**src/rtl/pla_pkg.sv**
```systemverilog
package pla_pkg;

  typedef enum logic [1:0] {
    LIT_OFF  = 2'b00,
    LIT_POS  = 2'b01,
    LIT_NEG  = 2'b10,
    LIT_KILL = 2'b11
  } lit_code_e;

  // Contribution of one literal to its product term
  function automatic logic lit_pass(input logic [1:0] code, input logic bit_in);
    logic r;
    case (lit_code_e'(code))
      LIT_OFF:  r = 1'b1;
      LIT_POS:  r = bit_in;
      LIT_NEG:  r = ~bit_in;
      default:  r = 1'b0;
    endcase
    return r;
  endfunction

endpackage

```
**src/rtl/pla_rst_sync.sv**
```systemverilog
module pla_rst_sync #(
  parameter int STAGES = 2
) (
  input  logic clk,
  input  logic rst_n,
  output logic rst_n_sync
);

  logic [STAGES-1:0] sync_q;
  logic [STAGES-1:0] sync_d;

  always_comb begin
    sync_d = {sync_q[STAGES-2:0], 1'b1};
  end

  always_ff @(posedge clk or negedge rst_n) begin
    if (!rst_n) begin
      sync_q <= '0;
    end else begin
      sync_q <= sync_d;
    end
  end

  assign rst_n_sync = sync_q[STAGES-1];

endmodule

```
**src/rtl/pla_cfg_decode.sv**
```systemverilog
module pla_cfg_decode #(
  parameter int N_TERM = 8,
  parameter int AW     = 3
) (
  input  logic              clk,
  input  logic              rst_n,
  input  logic              cfg_we,
  input  logic [AW-1:0]     cfg_line,
  output logic [N_TERM-1:0] line_wr
);

  for (genvar k = 0; k < N_TERM; k++) begin : g_dec
    always_comb begin
      line_wr[k] = cfg_we && (cfg_line == AW'(k));
    end
  end


  wr_onehot_chk: assert property (@(posedge clk) disable iff (!rst_n)
    $onehot0(line_wr));


  wr_idle_chk: assert property (@(posedge clk) disable iff (!rst_n)
    !cfg_we |-> (line_wr == '0));

endmodule

```
**src/rtl/pla_and_plane.sv**
```systemverilog
module pla_and_plane
  import pla_pkg::*;
#(
  parameter int N_IN   = 4,
  parameter int N_TERM = 8
) (
  input  logic                clk,
  input  logic                rst_n,
  input  logic [N_TERM-1:0]   line_wr,
  input  logic [2*N_IN-1:0]   and_data,
  input  logic [N_IN-1:0]     din,
  output logic [N_TERM-1:0]   term
);

  localparam int CW = 2 * N_IN;

  logic [CW-1:0] code_q [N_TERM];
  logic [CW-1:0] code_d [N_TERM];

  function automatic logic any_kill(input logic [CW-1:0] c);
    logic k;
    k = 1'b0;
    for (int i = 0; i < N_IN; i++) begin
      if (c[2*i +: 2] == LIT_KILL) k = 1'b1;
    end
    return k;
  endfunction

  for (genvar k = 0; k < N_TERM; k++) begin : g_line
    // next state
    always_comb begin
      code_d[k] = code_q[k];
      if (line_wr[k]) begin
        code_d[k] = and_data;
      end
    end

    // register, reset state kills the term
    always_ff @(posedge clk or negedge rst_n) begin
      if (!rst_n) begin
        code_q[k] <= '1;
      end else if (line_wr[k]) begin
        code_q[k] <= code_d[k];
      end
    end

    // evaluation
    always_comb begin
      logic acc;
      acc = 1'b1;
      for (int i = 0; i < N_IN; i++) begin
        acc = acc & lit_pass(code_q[k][2*i +: 2], din[i]);
      end
      term[k] = acc;
    end


    and_wr_chk: assert property (@(posedge clk) disable iff (!rst_n)
      line_wr[k] |=> (code_q[k] == $past(and_data)));


    and_hold_chk: assert property (@(posedge clk) disable iff (!rst_n)
      !line_wr[k] |=> $stable(code_q[k]));


    empty_term_chk: assert property (@(posedge clk) disable iff (!rst_n)
      (code_q[k] == '0) |-> term[k]);


    kill_term_chk: assert property (@(posedge clk) disable iff (!rst_n)
      any_kill(code_q[k]) |-> !term[k]);
  end

endmodule

```
**src/rtl/pla_or_plane.sv**
```systemverilog
module pla_or_plane #(
  parameter int N_TERM   = 8,
  parameter int N_OUT    = 3,
  parameter bit FIXED_OR = 1'b0
) (
  input  logic              clk,
  input  logic              rst_n,
  input  logic [N_TERM-1:0] line_wr,
  input  logic [N_OUT-1:0]  or_data,
  input  logic [N_TERM-1:0] term,
  output logic [N_OUT-1:0]  dout
);

  localparam int GRP = N_TERM / N_OUT;

  if (FIXED_OR) begin : g_fixed
    logic unused_cfg;
    assign unused_cfg = ^{line_wr, or_data, term, clk, rst_n};

    for (genvar o = 0; o < N_OUT; o++) begin : g_out
      always_comb begin
        dout[o] = |term[o*GRP +: GRP];
      end


      fixed_grp_zero_chk: assert property (@(posedge clk) disable iff (!rst_n)
        (term[o*GRP +: GRP] == '0) |-> !dout[o]);
    end
  end else begin : g_prog
    logic [N_OUT-1:0]  sel_q [N_TERM];
    logic [N_OUT-1:0]  sel_d [N_TERM];
    logic [N_TERM-1:0] col   [N_OUT];

    for (genvar k = 0; k < N_TERM; k++) begin : g_line
      always_comb begin
        sel_d[k] = sel_q[k];
        if (line_wr[k]) begin
          sel_d[k] = or_data;
        end
      end

      always_ff @(posedge clk or negedge rst_n) begin
        if (!rst_n) begin
          sel_q[k] <= '0;
        end else if (line_wr[k]) begin
          sel_q[k] <= sel_d[k];
        end
      end


      or_wr_chk: assert property (@(posedge clk) disable iff (!rst_n)
        line_wr[k] |=> (sel_q[k] == $past(or_data)));
    end

    for (genvar o = 0; o < N_OUT; o++) begin : g_out
      always_comb begin
        for (int k = 0; k < N_TERM; k++) begin
          col[o][k] = sel_q[k][o];
        end
      end

      always_comb begin
        dout[o] = |(term & col[o]);
      end


      or_empty_chk: assert property (@(posedge clk) disable iff (!rst_n)
        (col[o] == '0) |-> !dout[o]);
    end
  end

endmodule

```
**src/rtl/pla_array.sv**
```systemverilog
module pla_array #(
  parameter int N_IN     = 4,
  parameter int N_TERM   = 8,
  parameter int N_OUT    = 3,
  parameter bit FIXED_OR = 1'b0
) (
  input  logic                        clk,
  input  logic                        rst_n,
  input  logic                        cfg_we,
  input  logic [$clog2(N_TERM)-1:0]   cfg_line,
  input  logic [2*N_IN-1:0]           cfg_and,
  input  logic [N_OUT-1:0]            cfg_or,
  input  logic [N_IN-1:0]             din,
  output logic [N_OUT-1:0]            dout
);

  localparam int AW = $clog2(N_TERM);

  logic              rst_n_int;
  logic [N_TERM-1:0] line_wr;
  logic [N_TERM-1:0] term;

  pla_rst_sync #(.STAGES(2)) u_rst (
    .clk        (clk),
    .rst_n      (rst_n),
    .rst_n_sync (rst_n_int)
  );

  pla_cfg_decode #(.N_TERM(N_TERM), .AW(AW)) u_dec (
    .clk      (clk),
    .rst_n    (rst_n_int),
    .cfg_we   (cfg_we),
    .cfg_line (cfg_line),
    .line_wr  (line_wr)
  );

  pla_and_plane #(.N_IN(N_IN), .N_TERM(N_TERM)) u_and (
    .clk      (clk),
    .rst_n    (rst_n_int),
    .line_wr  (line_wr),
    .and_data (cfg_and),
    .din      (din),
    .term     (term)
  );

  pla_or_plane #(.N_TERM(N_TERM), .N_OUT(N_OUT), .FIXED_OR(FIXED_OR)) u_or (
    .clk     (clk),
    .rst_n   (rst_n_int),
    .line_wr (line_wr),
    .or_data (cfg_or),
    .term    (term),
    .dout    (dout)
  );

endmodule

```
**config.mk**
```make
export PLATFORM = sky130hd
export DESIGN_NAME = pla_array
export DESIGN_NICKNAME = d
export VERILOG_FILES = /design/src/rtl/pla_pkg.sv /design/src/rtl/pla_rst_sync.sv /design/src/rtl/pla_cfg_decode.sv /design/src/rtl/pla_and_plane.sv /design/src/rtl/pla_or_plane.sv /design/src/rtl/pla_array.sv
export SDC_FILE = /design/constraint.sdc
export NUM_CORES = 1
export LEC_CHECK = 0
export ABC_AREA = 1
export BUFFER_PORTS_ARGS = -buffer_cell sky130_fd_sc_hd__clkbuf_2
export CAP_MARGIN = 30
export CORE_ASPECT_RATIO = 1.4
export CORE_MARGIN = 8
export CORE_UTILIZATION = 30
export CTS_CLUSTER_DIAMETER = 100
export DETAILED_ROUTE_END_ITERATION = 8
export PLACE_DENSITY_LB_ADDON = 0.25
export SYNTH_ARGS = -nofsm -noshare
export SYNTH_HDL_FRONTEND = slang
export SYNTH_SLANG_ARGS = --single-unit
```
**constraint.sdc**
```tcl
create_clock -name clk -period 2.85 [get_ports clk]
set_input_delay 0.1425 -clock clk [delete_from_list [all_inputs] [get_ports clk]]
set_output_delay 0.1425 -clock clk [all_outputs]
set_load 0.005 [all_outputs]
```
==> out/qor.txt, run 1 <==
Status - complete, no violations
Post-synthesis cell area - 4009 um2
Syn_nets - 496
Final HPWL DP - 6836 um
CTS Buf Count - 9
Initial Util - 0.3037
Hold Crit Start - cfg_and[6]
Final min period - 1.764 ns
Overall Global Routing Usage - 0.1183
Sequential Area - 2336 um2
Port-buffer cells - 23
Fill cells - 1370
Most common cell after layout, fill and taps aside - nand2_1
CP Class - flop to primary output
Post-synthesis sequential area ratio - 0.5818
Worst Hold Class - input pin to flop
Initial DRC Count - 193
Vias per std cell - 4.512
Final Skew - 0.005959 ns
#FFs+latches synth - 90
CP Capture Type - primary output
Worst path cell trace - inv_1, o21ai_0, nor2_1, nand3_1, nand2_1, nor2_1, nand2_1, clkbuf_2
Total number of vias - 3059
Static Leakage - 2.100 nW
Setup violators final - 0
Syn avg cell area - 8.440 um2
FP Rows - 50
Sink Count - 90
Unrepaired setup endpoints after global routing - false
Most frequent cells in the layout - nand2_1, o21ai_0, dfstp_2
VDD IR max - 0.0003252 V
Worst setup SP type - flop
Mapped Cells - 475
Per-cell routed wire length - 14.14 um
Grt ovf - 0
Area occupied by multi-input gates - 1458 um2
Post-DP Area - 4260 um2
CTS Root Cell - clkbuf_16
Final Hold Fails - 0
Clock Pin Slew Worst Setup and Hold Paths - 0.06 ns
Layout cells sized above 1 - 0.2379
DRC - 0
Drt pass-1 iters - 5
CP startpoint - u_and.code_q[2]
CP max-delay cell - dfstp_2
Least-Margin Pin Slew - 0.8313 ns
Power Total - 3.468 mW
Die height - 152.8 um
Slew Limit Headroom - 0.4458
Postcts setup bufs - 0
Met3 GRT Util - 0.02459
Number of global-route vias before repair - 3002
Yosys warning count - 0
Setup tns final - 0 ns
TritonCTS clock tree - done
Final #Nets - 513
Global route hottest layer - met2
M1 GR Usage - 0.1441
GPL Wtd Cong - 0.7929
Max Slew Vio Count - 0
Die extent in x - 113.7 um
WP data arrival - 1.62 ns
First-pass GRT wire length - 15900 um
Tcrit/Tclk final - 0.6191
Die area - 17370 um2
Core box area - 13200 um2
CP top delay family - flip-flops
Clk_lat worst skew - 0.34 ns
Remaining antenna violation count - 0
Largest net degree at the start of global routing - 65
CTS H-tree lvls - 3
RR Startpoint - u_rst.sync_q[1]
Io pins - 24
Initial antenna violation count - 0
Design area - 4543 um2
F_max - 0.5668 GHz
Worst path buffer plus inverter count - 2
M2 GR Usage - 0.1937
PwrDens - 763.3 nW/um2
DRT Wirelength - 9585 um
Clock buffer depth - 2
N_diodes - 0
Fin util - 0.3442
Crit Path Max Fanout - 3
Area delta synth->final - 13.33%
CP required - 2.71 ns
CP peak stage delay - 0.51 ns
MaxCap Viol Count - 0
Netlist cell types - 19
==> cells by family (layout without fill, tap and decap cells) <==
logic type / count (synthesis) / count (layout) / share of synthesized area
simple gates: 236 / 236 / 0.2344
compound gates: 99 / 99 / 0.1283
flops: 90 / 90 / 0.5818
buf+inv: 49 / 70 / 0.05462
other cells: 1 / 1 / 0.0009354
==> power by group <==
| part | internal (mW) | switching (mW) |
|---|---|---|
| Combinational | 0.217 | 0.352 |
| Sequential | 1.64 | 0.146 |
| Clock | 0.635 | 0.475 |
==> metrics by stage <==
| stage | cells | hold WS, ns | setup slack [ns] |
|---|---|---|---|
| after CTS | 678 | 0.003106 | 1.026 |
| after global routing | 678 | 0.02507 | 0.8539 |
| after detailed placement | 662 | -0.06899 | 1.336 |
| final | 678 | 0.01515 | 1.086 |
| after global placement | 662 | -0.07203 | 1.336 |
| after floorplan | 475 | -0.1531 | 0.2694 |
==> worst min-delay path: stages <==
cell      delay [ns]
clkbuf_2        0.09
nand2_1         0.05
o21ai_0         0.07
==> area by class of cell <==
cell class,instances,share of cell area
clock buffer,12,0.05673
clock inverter,3,0.003305
inverter,29,0.02396
multi-input combinational,336,0.3208
sequential,90,0.5142
tap,182,0.05012
timing repair buffer,26,0.03085
==> Yosys cell counts <==
| cell type | number | area share |
|---|---|---|
| nor2_2 | 4 | 0.0062 |
| conb_1 | 1 | 0.00094 |
| nor3_4 | 1 | 0.0041 |
| inv_2 | 5 | 0.0047 |
| buf_2 | 8 | 0.010 |
| a21oi_1 | 7 | 0.0087 |
| nor2_1 | 29 | 0.027 |
| dfrtp_1 | 26 | 0.16 |
| inv_1 | 24 | 0.022 |
| o21ai_1 | 1 | 0.0012 |
| clkbuf_1 | 5 | 0.0047 |
| clkbuf_2 | 2 | 0.0025 |
| o21ai_0 | 86 | 0.11 |
| nand2_1 | 177 | 0.17 |
| dfstp_2 | 64 | 0.42 |
| buf_6 | 1 | 0.0028 |
| nand3_1 | 25 | 0.031 |
| o21ai_2 | 5 | 0.011 |
| buf_4 | 4 | 0.0075 |
==> flip-flops by register name, summed over array words and instances, names as in the netlist <==
name             flops
u_or.g_prog.col     24
u_and.code_q        64
u_rst.sync_q         2
==> layer usage <==
metal	wire (um)	vias to the layer above
li1	-	1552
met1	4305	1440
met2	4752	54
met3	312	13
met4	215	0
met5	0	-
==> worst paths after layout <==
path                            cells after the start  slack, ns                to
worst max-delay path                                8       1.09           dout[0]
worst min-delay path                                3       0.02   u_and.code_q[6]
worst max register to register                      1       1.66  u_and.code_q[12]
worst min register to register                      0       0.35   u_rst.sync_q[1]
max in group asynchronous                           1       1.66  u_and.code_q[12]
min in group asynchronous                           2       0.12   u_rst.sync_q[1]
==> timing repair <==
item	4_1_cts	5_1_grt
hold endpoints to repair	2	0
hold buffers	1	0
resized for setup	0	0
setup endpoints to repair	0	0
No activity file was read; power rests on OpenSTA's default activity.
==> run 2: changes to the inputs <==
clock period = 1.47 ns   (was 2.85 ns; I/O delays follow)
==> run 2 against run 1 <==
Against the previous run: the flow now finishes with violations (negative setup slack); final cell count is 2.7% higher; total power is 110% higher; clock power is 120% higher; critical path depth stayed put; combinational power is 130% higher; wire length is 3.2% higher; global-route usage is 0.34 points higher; flip-flop and latch count stayed put; clock skew is 0.0012 ns lower; hold slack better by 0.032 ns; critical endpoint unchanged.
==> out/qor.txt, run 2 (same netlist as run 1, synthesis figures left out) <==
Vias per std cell - 4.511 (was 4.512)
Grt ovf - 0 (unchanged)
Sink Count - 90 (unchanged)
FP Rows - 50 (unchanged)
F_max - 0.6086 GHz
Initial antenna violation count - 0 (unchanged)
Worst path cell trace - inv_2, o21ai_4, nor2_4, nand3_2, nand2_1, nor2_1, nand2_1, clkbuf_2 (was inv_1, o21ai_0, nor2_1, nand3_1, nand2_1, nor2_1, nand2_1, clkbuf_2)
Die height - 152.8 um (unchanged)
MaxCap Viol Count - 0 (unchanged)
Global route hottest layer - met2 (unchanged)
Area delta synth->final - 21.85% (was 13.33%)
Clk_lat worst skew - 0.33 ns (was 0.34 ns)
Worst reg2reg endpoint - u_and.code_q[15] (was u_and.code_q[12])
Postcts setup bufs - 0 (unchanged)
CP Capture Type - primary output (unchanged)
Worst path buffer plus inverter count - 2 (unchanged)
Met3 GRT Util - 0.02063 (was 0.02459)
Drt pass-1 iters - 4 (was 5)
GPL Wtd Cong - 0.8247 (was 0.7929)
Initial Util - 0.3037 (unchanged)
Unrepaired setup endpoints after global routing - true (was false)
Design area - 4885 um2 (was 4543 um2)
Crit path to - dout[0] (unchanged)
CTS H-tree lvls - 3 (unchanged)
CP max-delay cell - dfstp_2 (unchanged)
DRC - 0 (unchanged)
Total number of vias - 3140 (was 3059)
Clock buffer depth - 2 (unchanged)
Max reg flops - 64 (unchanged)
Power Total - 7.177 mW (was 3.468 mW)
Static Leakage - 2.222 nW (was 2.100 nW)
Final #Nets - 530 (was 513)
Worst setup margin - -0.1730 ns (was 1.086 ns)
CTS Root Cell - clkbuf_16 (unchanged)
Max Slew Vio Count - 0 (unchanged)
Core box area - 13200 um2 (unchanged)
Final Skew - 0.004711 ns (was 0.005959 ns)
First-pass GRT wire length - 16620 um (was 15900 um)
Clock Pin Slew Worst Setup and Hold Paths - 0.06 ns (about the same)
Layout cells sized above 1 - 0.3327 (was 0.2379)
DRT Wirelength - 9890 um (was 9585 um)
Most common cell after layout, fill and taps aside - nand2_1 (unchanged)
TritonCTS clock tree - done (unchanged)
Crit-path most repeated cell - nand2_1
Levels on crit path - 8 (unchanged)
Post-DP Area - 4383 um2 (was 4260 um2)
RR Startpoint - u_rst.sync_q[1] (unchanged)
VDD IR max - 0.0007406 V (was 0.0003252 V)
Final min period - 1.643 ns
Fill cells - 1379 (was 1370)
M2 GR Usage - 0.2036 (was 0.1937)
N_diodes - 0 (unchanged)
Largest Register - u_and.code_q (unchanged)
Remaining antenna violation count - 0 (unchanged)
Largest net degree at the start of global routing - 42 (was 65)
CTS Buf Count - 9 (unchanged)
Io pins - 24 (unchanged)
M1 GR Usage - 0.1495 (was 0.1441)
Worst setup SP type - flop (unchanged)
Final HPWL DP - 7074 um (was 6836 um)
CP peak stage delay - 0.52 ns (was 0.51 ns)
Per-cell routed wire length - 14.21 um (was 14.14 um)
Path depth of the worst reg2reg path - 1 (unchanged)
Final Hold Fails - 0 (unchanged)
R2R Setup Slk - 0.64 ns (was 1.66 ns)
Tcrit/Tclk final - 1.118
WP data arrival - 1.57 ns (was 1.62 ns)
CP top delay family - flip-flops (unchanged)
PwrDens - 1469 nW/um2 (was 763.3 nW/um2)
Die area - 17370 um2 (unchanged)
Initial DRC Count - 167 (was 193)
Worst Hold Class - input pin to async pin (was input pin to flop)
Number of global-route vias before repair - 3243 (was 3002)
Fin util - 0.3700 (was 0.3442)
CP required - 1.40 ns (was 2.71 ns)
Die extent in x - 113.7 um (unchanged)
Crit Path Max Fanout - 3 (unchanged)
Port-buffer cells - 23 (unchanged)
Setup violators final - 3 (was 0)
CP Class - flop to primary output (unchanged)
Failing checks - negative setup slack
Status - finished, violations left (was complete, no violations)
CP startpoint - u_and.code_q[4] (was u_and.code_q[2])
Overall Global Routing Usage - 0.1217 (was 0.1183)
Most frequent cells in the layout - nand2_1, o21ai_0, dfstp_2 (unchanged)
==> run 2: cell types whose count changed in the layout (fill, tap and decap cells not counted), sizes merged <==
cell,previous run,this run
buf,2,17
bufinv,0,1
clkbuf,35,34
clkinv,3,0
clkinvlp,0,1
dlygate4sd3,1,5
inv,29,30
==> run 2: cell type report <==
class / count / area (um2) / area share
Multi-Input combinational cell: 336 / 1585 / 0.3245
Inverter: 29 / 108.9 / 0.02228
Timing Repair Buffer: 43 / 302.8 / 0.06199
Clock inverter: 3 / 43.79 / 0.008965
Clock buffer: 13 / 280.3 / 0.05738
Tap cell: 182 / 227.7 / 0.04662
Sequential cell: 90 / 2336 / 0.4782
==> run 2: layer usage <==
| layer | vias to the layer above | routed length (um) |
|---|---|---|
| met4 | 0 | 208 |
| li1 | 1582 | - |
| met3 | 15 | 219 |
| met5 | - | 0 |
| met2 | 40 | 5007 |
| met1 | 1503 | 4454 |
==> run 2: worst min path at each step <==
| stage | start | to | slack, ns |
|---|---|---|---|
| 2_1_floorplan | rst_n | u_rst.sync_q[0] | -0.22 |
| 3_3_place_gp | rst_n | u_rst.sync_q[0] | -0.14 |
| 3_5_place_dp | rst_n | u_rst.sync_q[0] | -0.14 |
| 4_1_cts | rst_n | u_rst.sync_q[1] | 0.04 |
| 5_1_grt | rst_n | u_rst.sync_q[0] | 0.05 |
| 6_report | rst_n | u_rst.sync_q[0] | 0.05 |
==> run 2: stage by stage <==
| stage | hold WS [ns] | TNS, ns | setup WS (ns) | instances |
|---|---|---|---|---|
| after global placement | -0.1408 | -0.1273 | -0.07659 | 675 |
| after floorplan | -0.2221 | 0 | 0.01261 | 475 |
| after CTS | 0.04284 | -0.4997 | -0.1874 | 696 |
| final | 0.04730 | -0.5009 | -0.1730 | 696 |
| after detailed placement | -0.1366 | -0.06314 | -0.04339 | 675 |
| after global routing | 0.04512 | -0.7287 | -0.2529 | 696 |
==> run 2: where the power goes <==
| part | switching [mW] | leakage, nW | internal (mW) |
|---|---|---|---|
| sequential | 0.267 | 0.990 | 3.18 |
| combinational | 0.793 | 1.07 | 0.507 |
| clock | 0.922 | 0.158 | 1.50 |
| total | 1.98 | 2.22 | 5.19 |
==> run 2: repair_timing <==
action | in CTS | in global routing
pin swaps | 9 | 13
setup endpoints to repair | 3 | 3
resized for setup | 27 | 21
endpoints found under the hold margin | 6 | 0
hold buffers | 5 | 0
gates cloned | 0 | 0
==> run 3: changes to the inputs <==
RECOVER_POWER = 50   (was unset)
==> run 3 against run 2 <==
Against the previous run: the flow still finishes with violations (negative setup slack); final area down 0.59%; wire length down 0.42%; via count up 0.38%; total power down 0.41%; combinational power about the same; non-clock buffer count unchanged; hold slack worse by 0.0030 ns; clock-buffer cell count unchanged; worst setup slack worse by 0.0029 ns; clock skew about the same; critical endpoint unchanged; largest cell class unchanged; highest routed layer unchanged.
==> out/qor.txt, run 3 (same netlist as run 1, synthesis figures left out) <==
Layout cells sized above 1 - 0.3093 (was 0.3327)
Remaining antenna violation count - 0 (unchanged)
Static Leakage - 2.204 nW (was 2.222 nW)
N_diodes - 0 (unchanged)
Grt ovf - 0 (unchanged)
Max reg flops - 64 (unchanged)
Setup violators final - 3 (unchanged)
DRT Wirelength - 9848 um (was 9890 um)
RR Startpoint - u_rst.sync_q[1] (unchanged)
VDD IR max - 0.0007403 V (was 0.0007406 V)
Design area - 4856 um2 (was 4885 um2)
Clock Pin Slew Worst Setup and Hold Paths - 0.06 ns (about the same)
Setup tns final - -0.5056 ns (was -0.5009 ns)
Most frequent cells in the layout - nand2_1, o21ai_0, dfstp_2 (unchanged)
Final Hold Fails - 0 (unchanged)
# placed instances - 675 (unchanged)
CP Capture Type - primary output (unchanged)
Worst Hold Class - input pin to async pin (unchanged)
Non-filler cells, final - 696 (unchanged)
FP Rows - 50 (unchanged)
Final HPWL DP - 7074 um (unchanged)
Worst setup SP type - flop (unchanged)
Final min period - 1.646 ns (was 1.643 ns)
Largest Register - u_and.code_q (unchanged)
Worst setup margin - -0.1759 ns (was -0.1730 ns)
Least-Margin Pin Slew - 0.9701 ns
Drt pass-1 iters - 4 (unchanged)
Port-buffer cells - 23 (unchanged)
PwrDens - 1472 nW/um2 (was 1469 nW/um2)
Final Skew - 0.004860 ns (was 0.004711 ns)
Crit Path Max Fanout - 3 (unchanged)
WP data arrival - 1.57 ns (about the same)
Final #Nets - 530 (unchanged)
Largest net degree at the start of global routing - 42 (unchanged)
Postcts setup bufs - 0 (unchanged)
TritonCTS clock tree - done (unchanged)
Most common cell after layout, fill and taps aside - nand2_1 (unchanged)
Per-cell routed wire length - 14.15 um (was 14.21 um)
Power Total - 7.148 mW (was 7.177 mW)
Io pins - 24 (unchanged)
Post-DP Area - 4383 um2 (unchanged)
Overall Global Routing Usage - 0.1217 (unchanged)
Unrepaired setup endpoints after global routing - true (unchanged)
Initial antenna violation count - 0 (unchanged)
Max Slew Vio Count - 0 (unchanged)
Core box area - 13200 um2 (unchanged)
CP required - 1.40 ns (about the same)
Status - finished, violations left (unchanged)
CTS Root Cell - clkbuf_16 (unchanged)
Tcrit/Tclk final - 1.120 (was 1.118)
CTS Buf Count - 9 (unchanged)
CTS H-tree lvls - 3 (unchanged)
DRC - 0 (unchanged)
Clock buffer depth - 2 (unchanged)
Sink Count - 90 (unchanged)
Total number of vias - 3152 (was 3140)
CP startpoint - u_and.code_q[4] (unchanged)
Vias per std cell - 4.529 (was 4.511)
Area delta synth->final - 21.13% (was 21.85%)
Initial Util - 0.3037 (unchanged)
MaxCap Viol Count - 0 (unchanged)
Clk_lat worst skew - 0.33 ns (about the same)
GPL Wtd Cong - 0.8247 (unchanged)
Initial DRC Count - 181 (was 167)
Number of global-route vias before repair - 3243 (unchanged)
Die extent in x - 113.7 um (unchanged)
First-pass GRT wire length - 16620 um (unchanged)
Die height - 152.8 um (unchanged)
CP Class - flop to primary output (unchanged)
F_max - 0.6076 GHz (was 0.6086 GHz)
Die area - 17370 um2 (unchanged)
Slew Limit Headroom - 0.3532
Failing checks - negative setup slack (unchanged)
[run 3: final timing paths]
kind	endpoint	slack, ns	cells after the start
setup / recovery	dout[0]	-0.18	8
hold / removal	u_rst.sync_q[0]	0.04	2
setup reg to reg	u_and.code_q[53]	0.11	1
hold reg to reg	u_rst.sync_q[1]	0.35	0
max in group asynchronous	u_and.code_q[53]	0.11	1
min in group clk	u_and.code_q[5]	0.12	3
[run 3: metal layers]
layer	track usage	vias to the layer above	wire length, um
li1	-	1582	-
met1	0.1495	1509	4317
met2	0.2036	48	5029
met3	0.02063	13	297
met4	0.05223	0	204
met5	0	-	0
[run 3: critical path, cell delays in order (launching register included)]
cell      delay, ns
dfstp_2        0.52
inv_2          0.05
o21ai_4        0.18
nor2_4         0.07
nand3_2        0.07
nand2_1        0.06
nor2_1         0.09
nand2_1        0.08
clkbuf_2       0.12
[run 3: power by group]
| part | switching, mW | internal [mW] |
|---|---|---|
| clock network | 0.912 | 1.50 |
| logic | 0.793 | 0.500 |
| registers | 0.266 | 3.17 |
| total | 1.97 | 5.18 |
[run 3: what timing repair did]
action                                  CTS  global route
endpoints found under the setup margin    3             3
hold buffers                              5             0
gates resized for setup                  27            21
pin swaps                                 9            13
hold endpoints to repair                  6             0
[run 3: final cells by class]
cell class | instances | area (um2)
Multi-Input combinational cell | 336 | 1585
Clock buffer | 13 | 280.3
Clock inverter | 3 | 43.79
Sequential cell | 90 | 2332
Inverter | 29 | 108.9
Tap cell | 182 | 227.7
Timing Repair Buffer | 43 | 277.8
Fill cell | 1385 | 8344
[run 3: stage by stage]
stage	worst slack [ns]	hold WS [ns]	utilization
finish	-0.1759	0.04429	0.3679
global route	-0.2529	0.04885	0.3679
CTS	-0.1874	0.04284	0.3653
detailed placement	-0.04339	-0.1366	0.3320
global placement	-0.07659	-0.1408	0.3320
floorplan	0.01261	-0.2221	-
